`src/rtl/pte_chk_pkg.sv`:
```
package pte_chk_pkg;

  typedef enum logic [2:0] {
    RES_MATCH   = 3'd0,
    RES_INVALID = 3'd1,
    RES_NOEXEC  = 3'd2,
    RES_NOREAD  = 3'd3,
    RES_PRIV    = 3'd4,
    RES_DIRTY   = 3'd5
  } res_e;

  typedef enum logic [1:0] {
    ACC_FETCH = 2'd0,
    ACC_LOAD  = 2'd1,
    ACC_STORE = 2'd2,
    ACC_RSVD  = 2'd3
  } acc_e;

  typedef struct packed {
    logic       valid;
    logic       writable;
    logic [1:0] plv;
    logic       no_read;
    logic       no_exec;
    logic       excl_plv;
  } pte_flags_t;

endpackage

```
`src/rtl/pte_field_decode.sv`:
```
module pte_field_decode
  import pte_chk_pkg::*;
#(
  parameter int ENTRY_W   = 64,
  parameter int PA_W      = 48,
  parameter int FRAME_SH  = 12,
  parameter int V_BIT     = 0,
  parameter int D_BIT     = 1,
  parameter int PLV_LSB   = 2,
  parameter int NR_BIT    = 61,
  parameter int NX_BIT    = 62,
  parameter int XPLV_BIT  = 63,
  parameter int PPN_LSB   = 12,
  parameter int PPN32_LSB = 8,
  parameter int PPN32_W   = 24
) (
  input  logic [ENTRY_W-1:0] entry_i,
  input  logic               narrow_i,
  output pte_flags_t         flags_o,
  output logic [PA_W-1:0]    frame_o
);
  localparam int PPN_W = PA_W - FRAME_SH;

  logic [PA_W-1:0] frame_wide, frame_narrow;

  assign frame_wide   = PA_W'(entry_i[PPN_LSB +: PPN_W]) << FRAME_SH;
  assign frame_narrow = PA_W'(entry_i[PPN32_LSB +: PPN32_W]) << FRAME_SH;

  always_comb begin
    flags_o.valid    = entry_i[V_BIT];
    flags_o.writable = entry_i[D_BIT];
    flags_o.plv      = entry_i[PLV_LSB +: 2];
    flags_o.no_read  = narrow_i ? 1'b0 : entry_i[NR_BIT];
    flags_o.no_exec  = narrow_i ? 1'b0 : entry_i[NX_BIT];
    flags_o.excl_plv = narrow_i ? 1'b0 : entry_i[XPLV_BIT];
    frame_o          = narrow_i ? frame_narrow : frame_wide;
  end
endmodule

```
`src/rtl/pte_fault_rank.sv`:
```
module pte_fault_rank
  import pte_chk_pkg::*;
(
  input  pte_flags_t flags_i,
  input  logic [1:0] req_plv_i,
  input  logic [1:0] access_i,
  output res_e       res_o
);
  logic plv_bad;

  always_comb begin
    if (flags_i.excl_plv) plv_bad = (req_plv_i != flags_i.plv);
    else                  plv_bad = (req_plv_i > flags_i.plv);
  end

  always_comb begin
    if (!flags_i.valid)
      res_o = RES_INVALID;
    else if (access_i == ACC_FETCH && flags_i.no_exec)
      res_o = RES_NOEXEC;
    else if (access_i == ACC_LOAD && flags_i.no_read)
      res_o = RES_NOREAD;
    else if (plv_bad)
      res_o = RES_PRIV;
    else if (access_i == ACC_STORE && !flags_i.writable)
      res_o = RES_DIRTY;
    else
      res_o = RES_MATCH;
  end
endmodule

```
`src/rtl/pte_addr_compose.sv`:
```
module pte_addr_compose #(
  parameter int PA_W = 48,
  parameter int VA_W = 64,
  parameter int PS_W = 7
) (
  input  logic [PA_W-1:0] frame_i,
  input  logic [VA_W-1:0] vaddr_i,
  input  logic [PS_W-1:0] page_shift_i,
  output logic [PA_W-1:0] paddr_o
);
  logic [PA_W-1:0] offs_mask;

  for (genvar i = 0; i < PA_W; i++) begin : g_mask
    assign offs_mask[i] = (page_shift_i > PS_W'(i));
  end

  assign paddr_o = (frame_i & ~offs_mask) | (vaddr_i[PA_W-1:0] & offs_mask);
endmodule

```
`src/rtl/pte_perm_check.sv`:
```
module pte_perm_check
  import pte_chk_pkg::*;
#(
  parameter int ENTRY_W   = 64,
  parameter int VA_W      = 64,
  parameter int PA_W      = 48,
  parameter int PS_W      = 7,
  parameter int FRAME_SH  = 12,
  parameter int V_BIT     = 0,
  parameter int D_BIT     = 1,
  parameter int PLV_LSB   = 2,
  parameter int NR_BIT    = 61,
  parameter int NX_BIT    = 62,
  parameter int XPLV_BIT  = 63,
  parameter int PPN_LSB   = 12,
  parameter int PPN32_LSB = 8,
  parameter int PPN32_W   = 24
) (
  input  logic               clk,
  input  logic               rst,
  input  logic [ENTRY_W-1:0] pte_i,
  input  logic [PS_W-1:0]    page_shift_i,
  input  logic [1:0]         req_plv_i,
  input  logic [1:0]         access_i,
  input  logic [VA_W-1:0]    vaddr_i,
  input  logic               narrow_i,
  output logic [2:0]         result_o,
  output logic [PA_W-1:0]    paddr_o,
  output logic [2:0]         perm_o,
  output logic [1:0]         eff_plv_o
);
  pte_flags_t      flags;
  logic [PA_W-1:0] frame, paddr_c;
  res_e            res_c;

  pte_field_decode #(
    .ENTRY_W(ENTRY_W), .PA_W(PA_W), .FRAME_SH(FRAME_SH),
    .V_BIT(V_BIT), .D_BIT(D_BIT), .PLV_LSB(PLV_LSB),
    .NR_BIT(NR_BIT), .NX_BIT(NX_BIT), .XPLV_BIT(XPLV_BIT),
    .PPN_LSB(PPN_LSB), .PPN32_LSB(PPN32_LSB), .PPN32_W(PPN32_W)
  ) u_decode (
    .entry_i (pte_i),
    .narrow_i(narrow_i),
    .flags_o (flags),
    .frame_o (frame)
  );

  pte_fault_rank u_rank (
    .flags_i  (flags),
    .req_plv_i(req_plv_i),
    .access_i (access_i),
    .res_o    (res_c)
  );

  pte_addr_compose #(.PA_W(PA_W), .VA_W(VA_W), .PS_W(PS_W)) u_addr (
    .frame_i     (frame),
    .vaddr_i     (vaddr_i),
    .page_shift_i(page_shift_i),
    .paddr_o     (paddr_c)
  );

  always_ff @(posedge clk) begin
    if (rst) begin
      result_o  <= RES_INVALID;
      paddr_o   <= '0;
      perm_o    <= '0;
      eff_plv_o <= '0;
    end else begin
      result_o <= res_c;
      if (res_c == RES_MATCH) begin
        paddr_o   <= paddr_c;
        perm_o    <= {~flags.no_exec, flags.writable, 1'b1};
        eff_plv_o <= flags.plv;
      end else begin
        paddr_o   <= '0;
        perm_o    <= '0;
        eff_plv_o <= '0;
      end
    end
  end
endmodule

```
`config.mk`:
```
export PLATFORM = sky130hd
export DESIGN_NAME = pte_perm_check
export DESIGN_NICKNAME = d
export VERILOG_FILES = /design/src/rtl/pte_chk_pkg.sv /design/src/rtl/pte_field_decode.sv /design/src/rtl/pte_fault_rank.sv /design/src/rtl/pte_addr_compose.sv /design/src/rtl/pte_perm_check.sv
export SDC_FILE = /design/constraint.sdc
export NUM_CORES = 1
export LEC_CHECK = 0
export CAP_MARGIN = 20
export CORE_AREA = 2 2 76 78
export DETAILED_ROUTE_END_ITERATION = 12
export DIE_AREA = 0 0 78 80
export DONT_BUFFER_PORTS = 1
export PLACE_DENSITY = 0.73
export SYNTH_ARGS = -nofsm -noshare
export SYNTH_HDL_FRONTEND = slang
export SYNTH_SLANG_ARGS = --single-unit
```
`constraint.sdc`:
```
create_clock -name clk -period 2.4 [get_ports clk]
set_input_delay 0.6 -clock clk [delete_from_list [all_inputs] [get_ports clk]]
set_output_delay 0.6 -clock clk [all_outputs]
set_load 0.03 [all_outputs]
```
; ---- Word level (Yosys, flattened, before mapping)
; Cells that the tools add are included.
[totals]
inputBits = 142
word_cells = 81
regBits = 56
[op_classes]
bitwise_logic = 6
n_lt_le_gt_ge = 49
reduce_logical = 7
muxes = 11
eq_ne = 3
[op_table]
columns = operator, n
row1 = $gt A7 B5 Y1 const B, 16
row2 = $gt A7 B6 Y1 const B, 16
row3 = $and A48 B48 Y48, 2
row4 = $gt A7 B4 Y1 const B, 8
row5 = $mux W48, 1
row6 = $not A48 Y48, 1
row7 = $or A48 B48 Y48, 1
row8 = $gt A7 B3 Y1 const B, 4
row9 = $mux W3, 5
row10 = $gt A7 B1 Y1 const B, 2
row11 = $gt A7 B2 Y1 const B, 2
row12 = $mux W1, 5
row13 = $logic_and A1 B1 Y1, 3
row14 = $logic_not A3 Y1, 1
row15 = $eq A2 B1 Y1 const B, 1
row16 = $eq A2 B2 Y1 const B, 1
row17 = $gt A2 B2 Y1, 1
row18 = $logic_not A2 Y1, 1
row19 = $ne A2 B2 Y1, 1
row20 = $not A1 Y1, 2
row21 = $reduce_or A2 Y1, 1
row22 = $logic_not A1 Y1, 1

; ---- Depth between registers and ports, before layout
[depth]
word_depth = 10
depth_mapped = 8

; ---- By module
; Synthesis repeated with hierarchy kept, for this count alone.
[hier_totals]
cells_unflattened = 336
area_unflattened_um2 = 3306.9
[modules_own_cells]
columns = module, n_inst, cells_each, seq_area_each_um2, area_each_um2
row1 = pte_perm_check, 1, 117, 1121.1, 1511.4
row2 = pte_addr_compose, 1, 141, 0.0, 1107.3
row3 = pte_field_decode, 1, 60, 0.0, 566.8
row4 = pte_fault_rank, 1, 18, 0.0, 121.4

; ---- Least setup slack after synthesis
; Ideal clock, no wire load.
[synth_timing]
kind = input-to-reg
from = in pte_i[3]
to = reg paddr_o[13]
n_path_buf = 2
slack_ns = 0.227
setup_time_ns = 0.088
t_arrival_ns = 2.085
cell_stages = 8
t_required_ns = 2.312
path_cell_list = inv_1 ha_1 nor2b_1 o31a_1 or3_1 buf_2 buf_6 a311oi_2
[synth_via]
elab_chain_cells = 9
word_cells_on_any_way = 10
[synth_rtl]
columns = item, line_no
row1 = from (decl), pte_perm_check.sv:21  ; input logic [ENTRY_W-1:0] pte_i,
row2 = $gt A2 B2 Y1 or $ne A2 B2 Y1 (tied branches), "pte_fault_rank.sv:13, pte_fault_rank.sv:12"
row3 = $mux W1 *, pte_fault_rank.sv:12  ; if (flags_i.excl_plv) plv_bad = (req_plv_i != flags_i.plv);
row4 = $mux W3 *, pte_fault_rank.sv:23  ; else if (plv_bad)
row5 = $mux W3 *, pte_fault_rank.sv:21  ; else if (access_i == ACC_LOAD && flags_i.no_read)
row6 = $mux W3 *, pte_fault_rank.sv:19  ; else if (access_i == ACC_FETCH && flags_i.no_exec)
row7 = $mux W3 *, pte_fault_rank.sv:17  ; if (!flags_i.valid)
row8 = $logic_not A3 Y1 *, pte_perm_check.sv:70  ; if (res_c == RES_MATCH) begin
row9 = $not A1 Y1 (no source line) *, -
row10 = $reduce_or A2 Y1 (no source line) *, -
row11 = to (signal assigned), pte_perm_check.sv:71  ; paddr_o <= paddr_c;
row12 = to (decl), pte_perm_check.sv:28  ; output logic [PA_W-1:0] paddr_o,
; Mark *: on every way between the ends. The rest lies on a longest branch, timed or not.
; A chain may end at the register's enable or synchronous reset.

; ---- Final worst setup path
[layout_timing]
from = in pte_i[3]
to = reg paddr_o[19]
; The elaborated chain is that of the path after synthesis.

==> metrics.txt <==
status=finished, final reports clean; Initial Util=0.516; Crit path arrival time=2220 ps; fin area=just under 3000 um2; setup_tns=0 ps; vias per cell=6.28; critical path class=in2reg; Reg clk slew, reported paths=about 90 ps; CP Max Fanout=31; root buf cell=clkbuf_8; H-tree lvl count=2; Port Buf Inserts=0; f_max=496 MHz; max_slew headroom=0.647; grt ovf=0; Vias=around 2300; Max clock buf depth=2; CTS buffer count=5; Async S/R FF share, synth=0; Hold Worst Slack=roughly 370 ps; pin count of the biggest net entering global routing=37; vias in the first global route=approximately 2300; Iteration-0 DRC Markers=roughly 110; all-layer global routing usage=0.235; Max stage delay on crit path=slightly above 500 ps; Leak=roughly 1.1 nW; Placement Cell Area=2820 um2; Synth Cell Area=2790 um2; antenna cells=0; row count=27; Crit-path slowest cell=or3_2; Post-synth EDFFs=0; first-pass GRT wire length=about 11000 um; most common cell after layout, fill and taps aside=dfxtp_1; Crit path required time=~2600 ps; worst min path class=in2reg; hold buffer count at cts=0; P per Cell Area=about 610 nW/um2; initial antenna violation count=0; drt pass-1 iters=5; Max Cap Viol=0; Layout fillers=around 510; DP Cell Count=between 300 and 400; Die Y=roughly 80 um; Die Area=~6200 um2; Ys Warns=0; CP delay by family, top=simple AND/OR/NAND/NOR gates; Synth Area per Inst=~9.2 um2; post-CTS sizing=0; Setup-failing EPs final=0; max-slew violation count=0; Placer Congestion=~0.73; Routed Antenna Nets=0; DR WL/cell=~20 um; DR DRC count=0; final wirelength=7460 um; CTS Sinks=56; Core ar.=~5400 um2; DP HPWL=5510 um; Synth Instances=approximately 300; WP buf/inv=2; final hold violations=0; # IOs=~200; Final min period=slightly above 2000 ps; Mapped Nets=448; non-filler cells, final=between 300 and 400; crit path launch type=primary input; CTS tree=done; Netlist cell types=43; nets=roughly 440; CP Capture Type=flop; period utilization=0.840; crit-path cells=inv_1 -> ha_1 -> nor2b_1 -> o31a_1 -> or3_2 -> buf_12 -> a311oi_2; RSZ-0062 raised after global routing=false; Area Overhead vs Synth=4.31%; Seq cells post-synth=between 50 and 60; Seq/Total Area, Yosys=0.402; Post-CTS Setup Bufs=0; worst-margin pin slew=~520 ps; fraction of final layout cells sized beyond drive strength 1=0.147; Main synth FF type=dfxtp_1; post-layout util=0.538; Die X-Extent=approximately 78 um; most frequent cells in the layout=dfxtp_1 (56), a21oi_1 (34), nor2_1 (31); maximum VDD drop=0.365 mV
[synth_stat cells (2+ instances only)]
| cell | n | area share |
|---|---|---|
| a311oi_1 | 3 | 0.0094 |
| dfxtp_1 | 56 | 0.40 |
| nor2_1 | 32 | 0.043 |
| mux2_2 | 5 | 0.020 |
| a311oi_2 | 11 | 0.059 |
| o31ai_1 | 4 | 0.011 |
| o21a_1 | 2 | 0.0054 |
| buf_1 | 2 | 0.0027 |
| a21o_1 | 2 | 0.0054 |
| o41ai_1 | 2 | 0.0063 |
| nor3_1 | 3 | 0.0054 |
| or3_1 | 3 | 0.0067 |
| clkbuf_1 | 13 | 0.018 |
| a211o_1 | 3 | 0.0094 |
| a41oi_1 | 2 | 0.0063 |
| a211oi_2 | 6 | 0.027 |
| buf_6 | 2 | 0.0081 |
| nor3_2 | 2 | 0.0072 |
| nand3_1 | 8 | 0.014 |
| nor3b_2 | 2 | 0.0090 |
| o21ai_0 | 16 | 0.029 |
| nor3b_1 | 2 | 0.0054 |
| o211ai_1 | 3 | 0.0081 |
| a21oi_1 | 34 | 0.061 |
| a21boi_0 | 2 | 0.0054 |
| inv_1 | 10 | 0.013 |
| nand2_1 | 15 | 0.020 |
| nor2b_1 | 7 | 0.016 |
| ha_1 | 2 | 0.0090 |
| or3b_2 | 3 | 0.0094 |
| nand3b_1 | 2 | 0.0054 |
| mux2i_1 | 28 | 0.10 |
| buf_2 | 7 | 0.013 |
[metal layers]
layer / up-vias / share of wire / GRT usage
met5: - / 0 / 0
met4: 0 / 0.014 / 0.0789
met3: 10 / 0.076 / 0.0554
met2: 114 / 0.51 / 0.431
met1: 1085 / 0.40 / 0.268
li1: 1084 / - / -
[power breakdown]
part,switching (W),internal (W),leakage [nW]
clock network,0.000279,0.000236,0.0455
logic,0.000120,0.000103,0.609
registers,0.0000833,0.000964,0.455
total,0.000482,0.00130,1.11
[per-stage QoR]
step                      total power, W  setup WS (ps)
after floorplan                  0.00128            227
after global placement           0.00128            107
after detailed placement         0.00129           75.0
after CTS                        0.00181            383
after global routing             0.00187            330
final                            0.00178            384
[cells by family after synthesis]
kind of cell    after synthesis  synth area share
compound gates               92             0.249
simple gates                 86             0.162
flops                        56             0.402
buf+inv                      35            0.0570
mux                          33             0.121
fa+ha+maj                     2           0.00898
[final timing paths]
check   startpoint     endpoint  slack (ps)  depth (start not counted)
max       pte_i[3]  paddr_o[19]         380                          7
min    access_i[1]  result_o[1]         370                          1
[flip-flops by register name (all words and copies together) (netlist names)]
register and count:
result_o 3, paddr_o 48, eff_plv_o 2, perm_o 3
[cell type report]
cell class	count	area, um2	area share
multi-input combinational	213	1510	0.520
sequential	56	1120	0.386
clock buffer	8	90.1	0.0310
tap	72	90.1	0.0310
timing repair buffer	6	57.6	0.0198
inverter	10	37.5	0.0129
Note: power is estimated with default switching activity, not from simulation.
